File: src/rtl/cap_tap_cal.sv
module cap_tap_cal #(
  parameter int NUM_TAPS   = 32,
  parameter int MIN_WIN    = 4,
  parameter int MAX_PASSES = 2,
  parameter int DWELL      = 2000000,
  parameter int WAIT_CYC   = 400000000
) (
  input  logic                        clk,
  input  logic                        rst_n,
  input  logic                        start,
  output logic [$clog2(NUM_TAPS)-1:0] tap_val,
  output logic                        tap_load,
  output logic [1:0]                  i_mode,
  output logic [1:0]                  q_mode,
  output logic                        chk_en,
  input  logic                        i_locked,
  input  logic                        i_err,
  input  logic                        q_locked,
  input  logic                        q_err,
  output logic [$clog2(NUM_TAPS)-1:0] final_tap,
  output logic                        done,
  output logic                        fail_noconv,
  output logic                        fail_narrow
);
  localparam int TW = $clog2(NUM_TAPS);
  localparam int CW = $clog2((DWELL > WAIT_CYC ? DWELL : WAIT_CYC) + 1);
  localparam int PW = $clog2(MAX_PASSES + 1);
  localparam logic [1:0] M_NORM = 2'd0, M_RAMP = 2'd1, M_ONES = 2'd2;

  typedef enum logic [3:0] {
    S_IDLE, S_LD_HI, S_LD_LO, S_OFF, S_DWELL, S_EVAL,
    S_END, S_WAIT, S_FIN_HI, S_FIN_LO, S_DONE
  } state_t;

  state_t          st;
  logic [TW-1:0]   tap, w_lo, w_hi;
  logic [CW-1:0]   cnt;
  logic [PW-1:0]   pass_idx;
  logic            lane, i_ok, win_open;

  wire             q_ok    = q_locked && !q_err;
  wire [TW:0]      w_len   = {1'b0, w_hi} - {1'b0, w_lo};
  wire [TW:0]      w_sum   = {1'b0, w_hi} + {1'b0, w_lo};
  wire             wide    = w_len >= (TW+1)'(MIN_WIN);
  wire             testing = (st == S_OFF) || (st == S_DWELL);

  assign tap_load = (st == S_LD_HI) || (st == S_FIN_HI);
  assign tap_val  = (st == S_FIN_HI || st == S_FIN_LO) ? final_tap : tap;
  assign chk_en   = (st == S_DWELL);
  assign i_mode   = !testing ? M_NORM : (lane ? M_ONES : M_RAMP);
  assign q_mode   = !testing ? M_NORM : (lane ? M_RAMP : M_ONES);
  assign done     = (st == S_DONE);

  always_ff @(posedge clk) begin
    if (!rst_n) begin
      st <= S_IDLE; tap <= '0; w_lo <= '0; w_hi <= '0; cnt <= '0;
      pass_idx <= '0; lane <= 1'b0; i_ok <= 1'b0; win_open <= 1'b0;
      final_tap <= '0; fail_noconv <= 1'b0; fail_narrow <= 1'b0;
    end else begin
      case (st)
        S_IDLE, S_DONE: if (start) begin
          st <= S_LD_HI; tap <= '0; lane <= 1'b0; win_open <= 1'b0;
          pass_idx <= '0; final_tap <= '0;
          fail_noconv <= 1'b0; fail_narrow <= 1'b0;
        end
        S_LD_HI: st <= S_LD_LO;
        S_LD_LO: begin st <= S_OFF; lane <= 1'b0; end
        S_OFF:   begin st <= S_DWELL; cnt <= '0; end
        S_DWELL: if (cnt == CW'(DWELL - 1)) begin
          if (!lane) begin
            i_ok <= i_locked && !i_err; lane <= 1'b1; st <= S_OFF;
          end else begin
            i_ok <= i_ok && q_ok; st <= S_EVAL;
          end
        end else cnt <= cnt + 1'b1;
        S_EVAL: begin
          if (i_ok) begin
            if (!win_open) begin win_open <= 1'b1; w_lo <= tap; end
            w_hi <= tap;
          end else if (win_open && !wide) win_open <= 1'b0;
          if ((!i_ok && win_open && wide) || tap == TW'(NUM_TAPS - 1))
            st <= S_END;
          else begin tap <= tap + 1'b1; st <= S_LD_HI; end
        end
        S_END:
          if (win_open && wide) begin
            final_tap <= w_sum[TW:1]; st <= S_FIN_HI;
          end else if (pass_idx < PW'(MAX_PASSES - 1)) begin
            pass_idx <= pass_idx + 1'b1; cnt <= '0; st <= S_WAIT;
          end else begin
            fail_noconv <= !win_open; fail_narrow <= win_open; st <= S_DONE;
          end
        S_WAIT: if (cnt == CW'(WAIT_CYC - 1)) begin
          tap <= '0; win_open <= 1'b0; st <= S_LD_HI;
        end else cnt <= cnt + 1'b1;
        S_FIN_HI: st <= S_FIN_LO;
        S_FIN_LO: st <= S_DONE;
        default:  st <= S_IDLE;
      endcase
    end
  end


  load_pulse_chk: assert property (@(posedge clk) disable iff (!rst_n)
    tap_load |=> !tap_load);

  lane_pair_chk: assert property (@(posedge clk) disable iff (!rst_n)
    (i_mode == M_RAMP) == (q_mode == M_ONES) && (q_mode == M_RAMP) == (i_mode == M_ONES));

  en_rise_chk: assert property (@(posedge clk) disable iff (!rst_n)
    $rose(chk_en) |-> ((i_mode == M_RAMP) != (q_mode == M_RAMP)));

  done_quiet_chk: assert property (@(posedge clk) disable iff (!rst_n)
    done |-> (i_mode == M_NORM && q_mode == M_NORM && !chk_en && !tap_load));

  hold_result_chk: assert property (@(posedge clk) disable iff (!rst_n)
    (done && !start) |=> (done && $stable(final_tap) && $stable(fail_noconv) && $stable(fail_narrow)));

  one_fail_chk: assert property (@(posedge clk) disable iff (!rst_n)
    !(fail_noconv && fail_narrow));
endmodule

File: config.mk
export PLATFORM = sky130hd
export DESIGN_NAME = cap_tap_cal
export DESIGN_NICKNAME = d
export VERILOG_FILES = /design/src/rtl/cap_tap_cal.sv
export SDC_FILE = /design/constraint.sdc
export NUM_CORES = 1
export LEC_CHECK = 0
export CAP_MARGIN = 15
export CORE_UTILIZATION = 59
export DETAILED_ROUTE_END_ITERATION = 10
export PLACE_DENSITY = 0.78
export SYNTH_ARGS = -nofsm -noshare
export SYNTH_HDL_FRONTEND = slang
export SYNTH_SLANG_ARGS = --single-unit
export TNS_END_PERCENT = 20
File: constraint.sdc
create_clock -name clk -period 3.5 [get_ports clk]
set_clock_uncertainty 0.1 [all_clocks]
set_input_delay 0.35 -clock clk [delete_from_list [all_inputs] [get_ports clk]]
set_output_delay 0.35 -clock clk [all_outputs]
set_load 0.05 [all_outputs]
* Word-level counts from Yosys, hierarchy flattened
Index checks and enable logic that the tools add are counted.
Word-level totals: register bits after elaboration 60, input bits 7, output and inout bits 19
Cells by class: add/sub/neg operators 5, order comparisons 2, equality and inequality tests 24, multiplexer cells 42, bitwise operators 1, reduce and logical (&&, ||, !) cells 33
Operators by type and width (number):
- $mux 29 | 4
- $pmux 29 s4 | 1
- $pmux 4 s10 | 1
- $add 29x1->29 const B | 1
- $eq 29x21->1 const B | 1
- $eq 29x29->1 const B | 1
- $mux 5 | 5
- $mux 4 | 5
- $ne 2x2->1 const B | 9
- $eq 4x3->1 const B | 4
- $reduce_and 4->1 | 4
- $pmux 5 s3 | 1
- $mux 2 | 7
- $eq 4x4->1 const B | 3
- $reduce_and 3->1 | 4
- $mux 1 | 10
- $pmux 5 s2 | 1
- $eq 4x2->1 const B | 2
- $logic_and 1x1->1 | 7
- $add 5x5->6 | 1
- $ge 6x3->1 const B | 1
- $mux 3 | 2
- $pmux 1 s3 | 2
- $reduce_bool 3->1 | 2
- 19 further kinds | 28

* Longest topological paths before layout
depth after elaboration 7, mapped depth 12

* Worst setup path after synthesis
OpenSTA, ideal clock, no wires.
kind register to register, from register w_lo[1], to register cnt[19], arrival 2.803 ns, setup slack 0.527 ns, stages on the path, launching flop included 11, path buffers 1, cells stage by stage dfxtp_1 > inv_1 > ha_1 > nor2b_1 > o31ai_1 > nor2b_1 > o32ai_1 > or4b_4 > buf_6 > or4_1 > a21oi_1
On the way: cells in the longest elaborated chain, start to end 5
RTL lines:
- start: declaration | RTL line 36 | logic [TW-1:0] tap, w_lo, w_hi;
- start signal: assignment | RTL line 56 | st <= S_IDLE; tap <= '0; w_lo <= '0; w_hi <= '0; cnt <= '0;
- start signal: assignment | RTL line 78 | if (!win_open) begin win_open <= 1'b1; w_lo <= tap; end
- $sub 5x5->6 | RTL line 42 | wire [TW:0] w_len = {1'b0, w_hi} - {1'b0, w_lo};
- $ge 6x3->1 | RTL line 44 | wire wide = w_len >= (TW+1)'(MIN_WIN);
- $logic_and 1x1->1 | RTL line 86 | if (win_open && wide) begin
- $ne 2x2->1 (no source line)
- $reduce_and 5->1 (no source line)
- end signal: assignment | RTL line 75 | end else cnt <= cnt + 1'b1;
- end signal: assignment | RTL line 95 | end else cnt <= cnt + 1'b1;
- end: declaration | RTL line 37 | logic [CW-1:0] cnt;
No other way between the ends. A chain may end at the register's enable or synchronous reset.

* Worst setup path after layout
Ends and elaborated chain as after synthesis.

==> results.ini <==
[worst_setup_path]
critPathLaunchType=flop
cp_max_fo=20
required_ps=3630
endpoint_kind=flop
arrival_ps=3400
path_class=reg2reg

[placed_design]
hpwl_um=6870
port-buffer-count=25
placed_cell_area_um2=4020
post-place-cells=553
place_ws_ps=205
gp_congestion=0.871

[sta]
rsz0062_at_grt=false
fin_ws_ps=233
final_hold_viol_count=0
slew_headroom=0.556
fmax_ghz=0.306
post-route-min-period_ps=3270
period_share=0.934
slew_viol_final=0
tightest_slew_ps=664
final.setup.tns_ps=0
setup_viol=0

[run]
drv_cap=0

[global_route]
grt-ovfl-total=0
first_global_vias=3277
grt_use_total=0.306
antenna_found_initial=0
grt_start_max_net_pins=41
grt_pass1_wl_um=15500

[synthesis]
netlist_area_um2=3750
yosys.area.top_type=dfxtp_1
syn_nets=492
ys.flop_type=dfxtp_1
synth_edf_count=0
synthArstFlopShare=0
seq_area_frac_synth=0.321
ys_ff_latch=60
synth_commonest_cells=60 x dfxtp_1, 46 x nor2_1, 44 x a21oi_1
yosysWarnings=0
ys_types=63
synthTopCellsByArea=dfxtp_1 32%, a21oi_1 5.9%, ha_1 4.7%, nor2_1 4.6%, nand2_1 3.9%
syn_avg_cell_area_um2=7.99
yosysMostFrequentCell=dfxtp_1
synthCells=469
yosys.area.top_type_share=0.321

[cts]
htree_levels=3
numCtsBuffers=9
clk_pin_slew_worst_paths_ps=80
post_cts_buffers=0
cts.sinks=60
cts_tree=done
cts_buffer_depth=2
cts_root_buf=clkbuf_8
insertion_delay_ps=340
post_cts_resized=0

[layout]
fin_cells=570
final_area_um2=4250
diodes=0
fin_nets=513
syn2layout_area_growth_pct=13.5
layout-drive-gt1-share=0.0949

[detailed_routing]
routed_wl_um=9840
route.detailed.wl_per_inst_um=17.3
drc=0
drt_iter0_markers=275
avgViaCountPerCell=6.41
ant_nets=0
first_pass_iters=5
vias=3651

[floorplan]
io_pins=26
rows=28
die_x_um=81.7
die-area_um2=6670
core-area_um2=6030
start_util=0.622
die_h_um=81.7

[pwr]
max-vdd-ir-drop_mv=0.285
power_leakage_nw=1.51
powerDensity_nw_per_um2=387

[outcome]
status=finished clean

[worst_hold_path]
hold_path.class=reg2reg

[layout make-up]
class | instances | area (um2)
clock buffer | 10 | 138
clock inverter | 6 | 87.6
sequential | 60 | 1200
inverter | 20 | 75.1
timing repair buffer | 34 | 318
multi-input combinational | 365 | 2340
fill | 487 | 1770
tap | 75 | 93.8
[stage by stage]
stage | utilization | hold WS, ps | total power [W]
after CTS | 0.704 | 378 | 0.00164
after global placement | 0.667 | 363 | 0.000925
final | 0.706 | 384 | 0.00164
after floorplan | - | 353 | 0.000886
after global routing | 0.706 | 400 | 0.00170
after detailed placement | 0.667 | 368 | 0.000930
[metal layers]
metal,vias to the layer above,GRT usage,routed length (um)
li1,1777,-,-
met1,1701,0.414,4360
met2,150,0.493,4590
met3,23,0.0544,699
met4,0,0.102,187
met5,-,0,0
[path summary, 6_finish.rpt]
kind                              start      end  slack (ps)  depth (start not counted)
worst max-delay path            w_lo[1]  cnt[19]         230                          9
worst min-delay path            w_hi[4]  w_hi[4]         380                          2
worst max register to register  w_lo[1]  cnt[19]         230                          9
worst min register to register  w_hi[4]  w_hi[4]         380                          2
[cells by family after synthesis]
kind of cell / after synthesis / synth area share
buf+inv: 45 / 0.0581
simple gates: 203 / 0.285
fa+ha+maj: 16 / 0.0574
xor+xnor: 7 / 0.0164
flops: 60 / 0.321
compound gates: 122 / 0.218
mux: 16 / 0.0444
[cells in the final DEF, fill, tap and decap left out, types with 4 or more instances in the layout]
| cell type | Yosys | routed |
|---|---|---|
| o211ai_1 | 5 | 5 |
| clkbuf_8 | 0 | 10 |
| a21o_1 | 4 | 4 |
| a21oi_1 | 44 | 44 |
| nand2b_1 | 6 | 6 |
| mux2i_1 | 11 | 11 |
| nand3_1 | 27 | 27 |
| mux2_2 | 5 | 5 |
| o31ai_1 | 10 | 10 |
| o22ai_1 | 4 | 4 |
| nand2_1 | 39 | 39 |
| inv_1 | 19 | 19 |
| and3_1 | 10 | 10 |
| dfxtp_1 | 60 | 60 |
| nor3_1 | 9 | 9 |
| nand4b_1 | 4 | 4 |
| nor2_1 | 46 | 46 |
| xnor2_1 | 4 | 4 |
| or4_1 | 12 | 12 |
| or3_1 | 12 | 12 |
| nand4_1 | 7 | 7 |
| o21ai_0 | 19 | 19 |
| buf_4 | 4 | 9 |
| a31oi_1 | 4 | 4 |
| o211a_1 | 4 | 4 |
| nor4_1 | 4 | 4 |
| nor2b_1 | 5 | 5 |
| or2_2 | 6 | 6 |
| clkdlybuf4s50_1 | 0 | 25 |
| ha_1 | 14 | 14 |
[worst max-delay path: stages, from the launching register on]
cell and delay [ps]:
dfxtp_1 460, inv_1 80, ha_1 320, nor2b_1 150, o31ai_1 290, nor2b_1 240
o32ai_1 190, or4b_2 910, o31ai_1 310, a21oi_1 100
[flip-flops by register name, summed over array words and instances, names as in the netlist]
register	cells
cnt	29
fail_narrow	1
fail_noconv	1
final_tap	5
i_ok	1
lane	1
pass_idx	2
st	4
tap	5
w_hi	5
w_lo	5
win_open	1
[where the power goes]
group | internal, W | total, W | switching [W] | leakage [nW]
logic | 0.0000767 | 0.000216 | 0.000140 | 0.920
clock network | 0.000419 | 0.000717 | 0.000298 | 0.105
registers | 0.000691 | 0.000712 | 0.0000206 | 0.484
[repair_timing]
action                                  4_1_cts  5_1_grt
endpoints found under the setup margin        0        7
endpoints found under the hold margin         0        0
hold buffers                                  0        0
(Power assumes the default switching activity.)
